`src/rtl/osf_pkg.sv`:
```
package osf_pkg;

    localparam int WR_HALT_BIT = 1;
    localparam int WR_VOLT_BIT = 0;
    localparam int WR_W        = 2;

    typedef struct packed {
        logic halt;
        logic volt;
    } flag_pair_t;

    typedef struct packed {
        logic halt_evt;
        logic volt_evt;
    } event_t;

    // Halt flag: a set outranks a host clear.
    function automatic logic next_halt(input logic cur, input logic evt,
                                       input logic clr_req);
        if (evt)          return 1'b1;
        else if (clr_req) return 1'b0;
        else              return cur;
    endfunction

    // Supply flag: a halt forces zero, then the comparator set, then the host clear.
    function automatic logic next_volt(input logic cur, input logic halt_evt,
                                       input logic volt_evt, input logic clr_req);
        if (halt_evt)      return 1'b0;
        else if (volt_evt) return 1'b1;
        else if (clr_req)  return 1'b0;
        else               return cur;
    endfunction

endpackage

```
`src/rtl/osf_sync.sv`:
```
module osf_sync #(
    parameter int W      = 2,
    parameter int STAGES = 2
) (
    input  logic         clk,
    input  logic         rst,
    input  logic [W-1:0] din,
    output logic [W-1:0] dout
);
    logic [W-1:0] stage_q [STAGES];

    always_ff @(posedge clk) begin
        if (rst) stage_q[0] <= '0;
        else     stage_q[0] <= din;
    end

    for (genvar s = 1; s < STAGES; s++) begin : g_stage
        always_ff @(posedge clk) begin
            if (rst) stage_q[s] <= '0;
            else     stage_q[s] <= stage_q[s-1];
        end
    end

    assign dout = stage_q[STAGES-1];
endmodule

```
`src/rtl/osf_init_timer.sv`:
```
module osf_init_timer #(
    parameter int INIT_CYCLES = 32768
) (
    input  logic clk,
    input  logic rst,
    output logic done
);
    localparam int CW = $clog2(INIT_CYCLES + 1);
    localparam logic [CW-1:0] LIMIT = CW'(INIT_CYCLES);

    logic [CW-1:0] cnt_q;

    always_ff @(posedge clk) begin
        if (rst)                cnt_q <= '0;
        else if (cnt_q != LIMIT) cnt_q <= cnt_q + 1'b1;
    end

    assign done = (cnt_q == LIMIT);

    p_cnt_bound_r6: assert property (@(posedge clk) disable iff (rst)
        cnt_q <= LIMIT);
endmodule

```
`src/rtl/osf_flag_core.sv`:
```
module osf_flag_core
    import osf_pkg::*;
(
    input  logic            clk,
    input  logic            rst,
    input  logic            halt_s,
    input  logic            lowv_s,
    input  logic            init_done,
    input  logic            wr_en,
    input  logic [WR_W-1:0] wr_data,
    input  logic            thr_wr_en,
    input  logic            thr_wr_val,
    output flag_pair_t      flags,
    output logic            thr_sel,
    output logic            cfg_clr
);
    event_t     evt;
    flag_pair_t flags_q, flags_n;
    logic       thr_q, thr_n, clr_q;
    logic       halt_clr_req, volt_clr_req;

    always_comb begin
        evt.halt_evt  = halt_s;
        evt.volt_evt  = lowv_s && init_done;
        halt_clr_req  = wr_en && !wr_data[WR_HALT_BIT];
        volt_clr_req  = wr_en && !wr_data[WR_VOLT_BIT];
        flags_n.halt  = next_halt(flags_q.halt, evt.halt_evt, halt_clr_req);
        flags_n.volt  = next_volt(flags_q.volt, evt.halt_evt, evt.volt_evt, volt_clr_req);
        thr_n         = evt.halt_evt ? 1'b0 : (thr_wr_en ? thr_wr_val : thr_q);
    end

    always_ff @(posedge clk) begin
        if (rst) begin
            flags_q <= '{halt: 1'b1, volt: 1'b0};
            thr_q   <= 1'b0;
            clr_q   <= 1'b0;
        end else begin
            flags_q <= flags_n;
            thr_q   <= thr_n;
            clr_q   <= evt.halt_evt;
        end
    end

    assign flags   = flags_q;
    assign thr_sel = thr_q;
    assign cfg_clr = clr_q;

    p_halt_set_r2: assert property (@(posedge clk) disable iff (rst)
        halt_s |=> flags_q.halt);
    p_volt_zero_on_halt_r3: assert property (@(posedge clk) disable iff (rst)
        halt_s |=> !flags_q.volt);
    p_clr_with_rise_r4: assert property (@(posedge clk) disable iff (rst)
        $rose(flags_q.halt) |-> clr_q);
    p_thr_zero_on_halt_r5: assert property (@(posedge clk) disable iff (rst)
        halt_s |=> !thr_q);
    p_init_ignore_r6: assert property (@(posedge clk) disable iff (rst)
        (!init_done && !flags_q.volt) |=> !flags_q.volt);
    p_sticky_halt_r8: assert property (@(posedge clk) disable iff (rst)
        (flags_q.halt && !(wr_en && !wr_data[WR_HALT_BIT])) |=> flags_q.halt);
    p_sticky_volt_r8: assert property (@(posedge clk) disable iff (rst)
        (flags_q.volt && !halt_s && !(wr_en && !wr_data[WR_VOLT_BIT])) |=> flags_q.volt);
endmodule

```
`src/rtl/osc_supply_flags.sv`:
```
module osc_supply_flags
    import osf_pkg::*;
#(
    parameter int INIT_CYCLES = 32768,
    parameter int SYNC_STAGES = 2
) (
    input  logic            clk,
    input  logic            rst,
    input  logic            halt_det_a,
    input  logic            lowv_a,
    input  logic            wr_en,
    input  logic [WR_W-1:0] wr_data,
    input  logic            thr_wr_en,
    input  logic            thr_wr_val,
    output logic            halt_flag,
    output logic            volt_flag,
    output logic            thr_sel,
    output logic            cfg_clr
);
    logic [1:0] raw_in, sync_out;
    logic       init_done;
    flag_pair_t flags;

    assign raw_in = {halt_det_a, lowv_a};

    osf_sync #(.W(2), .STAGES(SYNC_STAGES)) u_sync (
        .clk (clk), .rst (rst), .din (raw_in), .dout (sync_out)
    );

    osf_init_timer #(.INIT_CYCLES(INIT_CYCLES)) u_timer (
        .clk (clk), .rst (rst), .done (init_done)
    );

    osf_flag_core u_core (
        .clk        (clk),
        .rst        (rst),
        .halt_s     (sync_out[1]),
        .lowv_s     (sync_out[0]),
        .init_done  (init_done),
        .wr_en      (wr_en),
        .wr_data    (wr_data),
        .thr_wr_en  (thr_wr_en),
        .thr_wr_val (thr_wr_val),
        .flags      (flags),
        .thr_sel    (thr_sel),
        .cfg_clr    (cfg_clr)
    );

    assign halt_flag = flags.halt;
    assign volt_flag = flags.volt;

    p_reset_state_r1: assert property (@(posedge clk)
        $past(rst) |-> (halt_flag && !volt_flag && !thr_sel && !cfg_clr));
endmodule

```
`config.mk`:
```
export PLATFORM = sky130hd
export DESIGN_NAME = osc_supply_flags
export DESIGN_NICKNAME = d
export VERILOG_FILES = /design/src/rtl/osf_pkg.sv /design/src/rtl/osf_sync.sv /design/src/rtl/osf_init_timer.sv /design/src/rtl/osf_flag_core.sv /design/src/rtl/osc_supply_flags.sv
export SDC_FILE = /design/constraint.sdc
export NUM_CORES = 1
export LEC_CHECK = 0
export BUFFER_PORTS_ARGS = -buffer_cell sky130_fd_sc_hd__buf_2
export CORE_AREA = 2 2 49 51
export DETAILED_ROUTE_END_ITERATION = 8
export DIE_AREA = 0 0 51 53
export PLACE_DENSITY = 0.69
export SYNTH_ARGS = -nofsm -noshare
export SYNTH_HDL_FRONTEND = slang
export SYNTH_HIERARCHICAL = 1
export SYNTH_SLANG_ARGS = --single-unit
export TNS_END_PERCENT = 1
```
`constraint.sdc`:
```
create_clock -name clk -period 1.64 [get_ports clk]
set_input_delay 0.082 -clock clk [delete_from_list [all_inputs] [get_ports clk]]
set_output_delay 0.082 -clock clk [all_outputs]
set_load 0.03 [all_outputs]
```
Word-level counts from Yosys, hierarchy flattened --
Memories as Yosys holds them, arrays and structs flattened. Index checks and enable logic that the tools add are counted.
Operators by class: add/subtract/negate cells 1, equal/unequal tests 2, multiplexer cells 7, bitwise gates (word level) 2, reduce and logical (&&, ||, !) cells 7
Operators by type and width (count):
- $add 16x1->16 const B | 1
- $eq 16x16->1 const B | 1
- $ne 16x16->1 const B | 1
- $mux 1 | 5
- $mux 2 | 2
- $logic_and 1x1->1 | 3
- $logic_not 1->1 | 2
- $or 1x1->1 | 2
- $reduce_bool 2->1 | 1
- $reduce_or 2->1 | 1
Word-level totals: memory bits (writable) 4, logic and storage cells 25, output and inout port bits 4, flip-flop bits (word level) 20, bits of input ports 9, memories 1
Memories:
- u_sync.stage_q | depth 2, width 2, rd ports 2, clocked after Yosys merged registers in 0, wr ports 2, line osf_sync.sv:10 | logic [W-1:0] stage_q [STAGES];

Depth between registers and ports, before layout --
word-level depth 4, gate-level depth with buffers 7, depth with buffers taken out 7

Cells and area by module --
The synthesis kept the hierarchy.
Modules (own cells, without submodules):
- osf_init_timer | area an instance 762.0 um2, cells each 90, times used 1, seq. area each 320.3 um2
- osf_flag_core | area an instance 135.1 um2, cells each 12, times used 1, seq. area each 80.1 um2
- osf_sync | area an instance 105.1 um2, cells each 8, times used 1, seq. area each 80.1 um2

Worst setup path after synthesis --
OpenSTA, ideal clock, no wires.
path kind register to register, start point reg u_timer.cnt_q[0], end point reg u_timer.cnt_q[15], buffers on the path 0, slack 0.100 ns, library setup time 0.070 ns, cell stages (with the launch flop) 5, required time 1.570 ns, data arrival time 1.470 ns, clock period less this slack 1.540 ns, cell sequence dfxtp_1 > nand2_2 > or4_4 > or3_1 > a21oi_1
Between the ends: longest elaborated chain between the ends 1, elaborated cells on any way between the ends 2, classes of those cells add/sub: 1; eq/ne: 1
RTL lines:
- from (decl) | line osf_init_timer.sv:11 | logic [CW-1:0] cnt_q;
- from (signal assigned) | line osf_init_timer.sv:15 | else if (cnt_q != LIMIT) cnt_q <= cnt_q + 1'b1;
- $add 16x1->16 / $ne 16x16->1 (equally long branches) | line osf_init_timer.sv:15
Parallel ways exist; a longest one is shown, timed or not. A chain may end at the register's enable or synchronous reset.

Final worst setup path --
start point reg u_timer.cnt_q[9], end point reg u_timer.cnt_q[15]
The elaborated chain is that of the path after synthesis.

==> impl_metrics.csv <==
group,metric,value,unit
outcome,status,"complete, no violations",
power,ir_worst_vdd,0.666,mV
sta,hold_viol_final,0,
worst_hold_path,hold_end,"u_core/thr_sel$_SDFFE_PP0P_",
cts,clk_pin_slew_worst_paths,0.13,ns
cts,cts_htree_levels,1,
yosys,synth.avg_cell_area,9.11,um^2
yosys,synthMostInstantiatedCell,"dfxtp_1",
global_routing,grtUsageTotal,16.3,%
floorplan,ios,13,
finish,num_antenna_cells,0,
sta,relSlewSlack,71.5,%
job,maxCapViolCount,0,
cts,clk_latency,0.32,ns
floorplan,die_height,53,um
drt,wl_per_cell,12.0,um
floorplan,die_area,2700,um^2
cts,clock-root-buffer,"clkbuf_4",
global_routing,gr-total-overflow,0,
yosys,synth_top_area_share,47.9,%
sta,rsz0062_at_grt,"yes",
drt,initialDrtViolationCount,13,
power,total_power,1110,uW
power,power_per_cell_area,907,nW/um^2
critical_path,cp.arrival,1.85,ns
critical_path,crit_path_end_kind,"flip-flop",
yosys,ys_top_cells_by_count,"24 x dfxtp_1, 10 x nor2_1, 7 x inv_1, 7 x xnor2_1, 6 x a21oi_1",
worst_hold_path,holdCritStartpoint,"thr_wr_val",
yosys,synth_flop_cell,"dfxtp_1",
finish,areaGrowthSynthToFinish,22.2,%
sta,finalCritPeriodShare,96.8,%
drt,firstDrtPassIters,3,
placement,dp.cells,153,
drt,ant_nets,0,
worst_hold_path,whs_path_depth,3,
placement,io_buffer_count,12,
sta,setup_violations,0,
yosys,synth_cells,110,
drt,vias,823,
yosys,synth_area_leaders,"dfxtp_1 48%, xnor2_1 6.1%, nor2_1 3.7%, nor2b_1 3.1%, nor4_1 3.1%",
cts,cts_tree,"built",
cts,clkSinkCount,24,
finish,fin_util,57.0,%
drt,drt-total-wl,1.91,mm
sta,maxClockFrequency,0.630,GHz
critical_path,rr_endpoint,"u_timer/cnt_q[15]$_SDFFE_PP0P_",
yosys,yosys_warnings,6,
drt,vias_per_cell,5.18,
floorplan,num_rows,17,
critical_path,timing.rr.start,"u_timer/cnt_q[9]$_SDFFE_PP0P_",
sta,skew,0.00448,ns
sta,period_minus_slack,1.59,ns
yosys,yosys.area.top_type,"dfxtp_1",
worst_hold_path,hold_class,"primary input to flip-flop",
finish,instances_no_fill,159,
floorplan,fp.dieW,51,um
yosys,netlist_area,1000,um^2
power,p_leak,0.000459,uW
critical_path,cpPeakStageDelay,0.46,ns
placement,place_congestion,0.768,
yosys,synth_cell_type_count,27,
placement,dp_hpwl,1.31,mm
yosys,synth-seq-cells,24,
critical_path,crit_path_start_kind,"flip-flop",
cts,cts_buffers,3,
global_routing,antenna_found_initial,0,
critical_path,critPathSlowestCell,"or4_4",
cts,clk_path_buf_depth,2,
global_routing,grt_pass1_wl,3.29,mm
yosys,async_flop_share,0,%
global_routing,grt_max_degree,25,
critical_path,crit_chain,"nand4_2, or4_4, or3_4, a21oi_2",
critical_path,ff2ff_path_depth,4,
critical_path,crit_required,1.90,ns
sta,report.final.slew_viol_count,0,
yosys,ys_seq_area_share,47.9,%
yosys,synth-edff-count,0,
critical_path,worst-path-max-fanout,6,
global_routing,grt_pass1_vias,802,
drt,drcViolationCount,0,
sta,worst_pin_slew,0.427,ns
floorplan,coreArea,2150,um^2
cts,postCtsSetupBuffers,0,
finish,drive_above_1_share,26.7,%
yosys,syn_nets,121,
critical_path,critical_path_class,"flip-flop to flip-flop",
floorplan,start_util,46.7,%
finish,num-nets-final,143,
critical_path,reg2reg_slack,0.05,ns
sta,fin_setup_tns,0,ns
sta,timing.hold.ws,0.0449,ns
[layer usage]
| layer | vias up | GRT usage, % | share of wire [%] |
|---|---|---|---|
| li1 | 420 | - | - |
| met1 | 393 | 18.1 | 45 |
| met2 | 8 | 29.4 | 50 |
| met3 | 2 | 5.08 | 3.2 |
| met4 | 0 | 5.41 | 0.89 |
| met5 | - | 0 | 0 |
[sequential cells by signal (all words and copies together) (netlist names)]
signal	cells
u_core/thr_sel	1
u_core/cfg_clr	1
u_timer/cnt_q	16
u_sync/stage_q	4
u_core/flags	2
[layout by cell type, fill, tap and decap left out, types with 3 or more instances in the layout]
cell and count:
dfxtp_1 18, buf_2 12, nor2_1 10, inv_1 7, xnor2_1 7, buf_4 6
nor3_1 5, nor2b_1 5, nor4_1 5, nand3_1 5, o21ai_0 5, a21oi_1 5
dfxtp_2 5, or3_1 4, clkbuf_4 3, nand2b_1 3, nand2_1 3
[critical path: cells and delay by family (launching register included)]
kind	cells	cell delay, ns
flip-flops	1	0.42
AO/OA/AOI/OAI	1	0.13
AND/OR/NAND/NOR	3	0.99
[area by class of cell]
cell class,instances,area (um^2)
Clock inverter,1,30.0
Inverter,7,26.3
Timing Repair Buffer,20,125
Tap cell,28,35.0
Clock buffer,3,22.5
Multi-Input combinational cell,76,495
Sequential cell,24,490
Fill cell,206,923
[stage by stage]
step                      area, um^2  worst slack (ns)
final                           1220            0.0526
after global routing            1220           -0.0201
after CTS                       1200           0.00330
after detailed placement        1130            0.0164
after global placement          1130            0.0733
after floorplan                 1000             0.100
[cell families (layout without fill, tap and decap cells)]
group / Yosys count / in the layout / synth area share, %
XOR/XNOR: 9 / 9 / 7.87
AO/OA/AOI/OAI: 13 / 13 / 7.12
multiplexers: 2 / 2 / 2.00
flip-flops: 24 / 24 / 47.9
AND/OR/NAND/NOR: 50 / 50 / 28.5
buffers and inverters: 10 / 31 / 4.12
adder cells (fa/ha/maj): 2 / 2 / 2.50
[where the power goes]
part	total, uW	switching [uW]	internal (uW)
clock network	426	179	247
logic	75.3	38.4	36.8
registers	609	10.1	599
[repair_timing]
item | in CTS | in global routing
hold buffers | 2 | 0
pin swaps | 0 | 1
hold endpoints to repair | 2 | 0
endpoints found under the setup margin | 1 | 7
resized for setup | 1 | 9
[how the worst max path moves through the flow]
stage / from / end / slack [ns] / cells after the start
final: u_timer/cnt_q[9]$_SDFFE_PP0P_ / u_timer/cnt_q[15]$_SDFFE_PP0P_ / 0.05 / 4
after global routing: u_timer/cnt_q[9]$_SDFFE_PP0P_ / u_timer/cnt_q[15]$_SDFFE_PP0P_ / -0.02 / 4
after CTS: u_timer/cnt_q[0]$_SDFFE_PP0P_ / u_timer/cnt_q[15]$_SDFFE_PP0P_ / 0.003 / 4
after detailed placement: u_timer/cnt_q[1]$_SDFFE_PP0P_ / u_timer/cnt_q[15]$_SDFFE_PP0P_ / 0.02 / 4
after global placement: u_timer/cnt_q[1]$_SDFFE_PP0P_ / u_timer/cnt_q[15]$_SDFFE_PP0P_ / 0.07 / 4
after floorplan: u_timer/cnt_q[0]$_SDFFE_PP0P_ / u_timer/cnt_q[15]$_SDFFE_PP0P_ / 0.10 / 4
(Power assumes the default switching activity.)
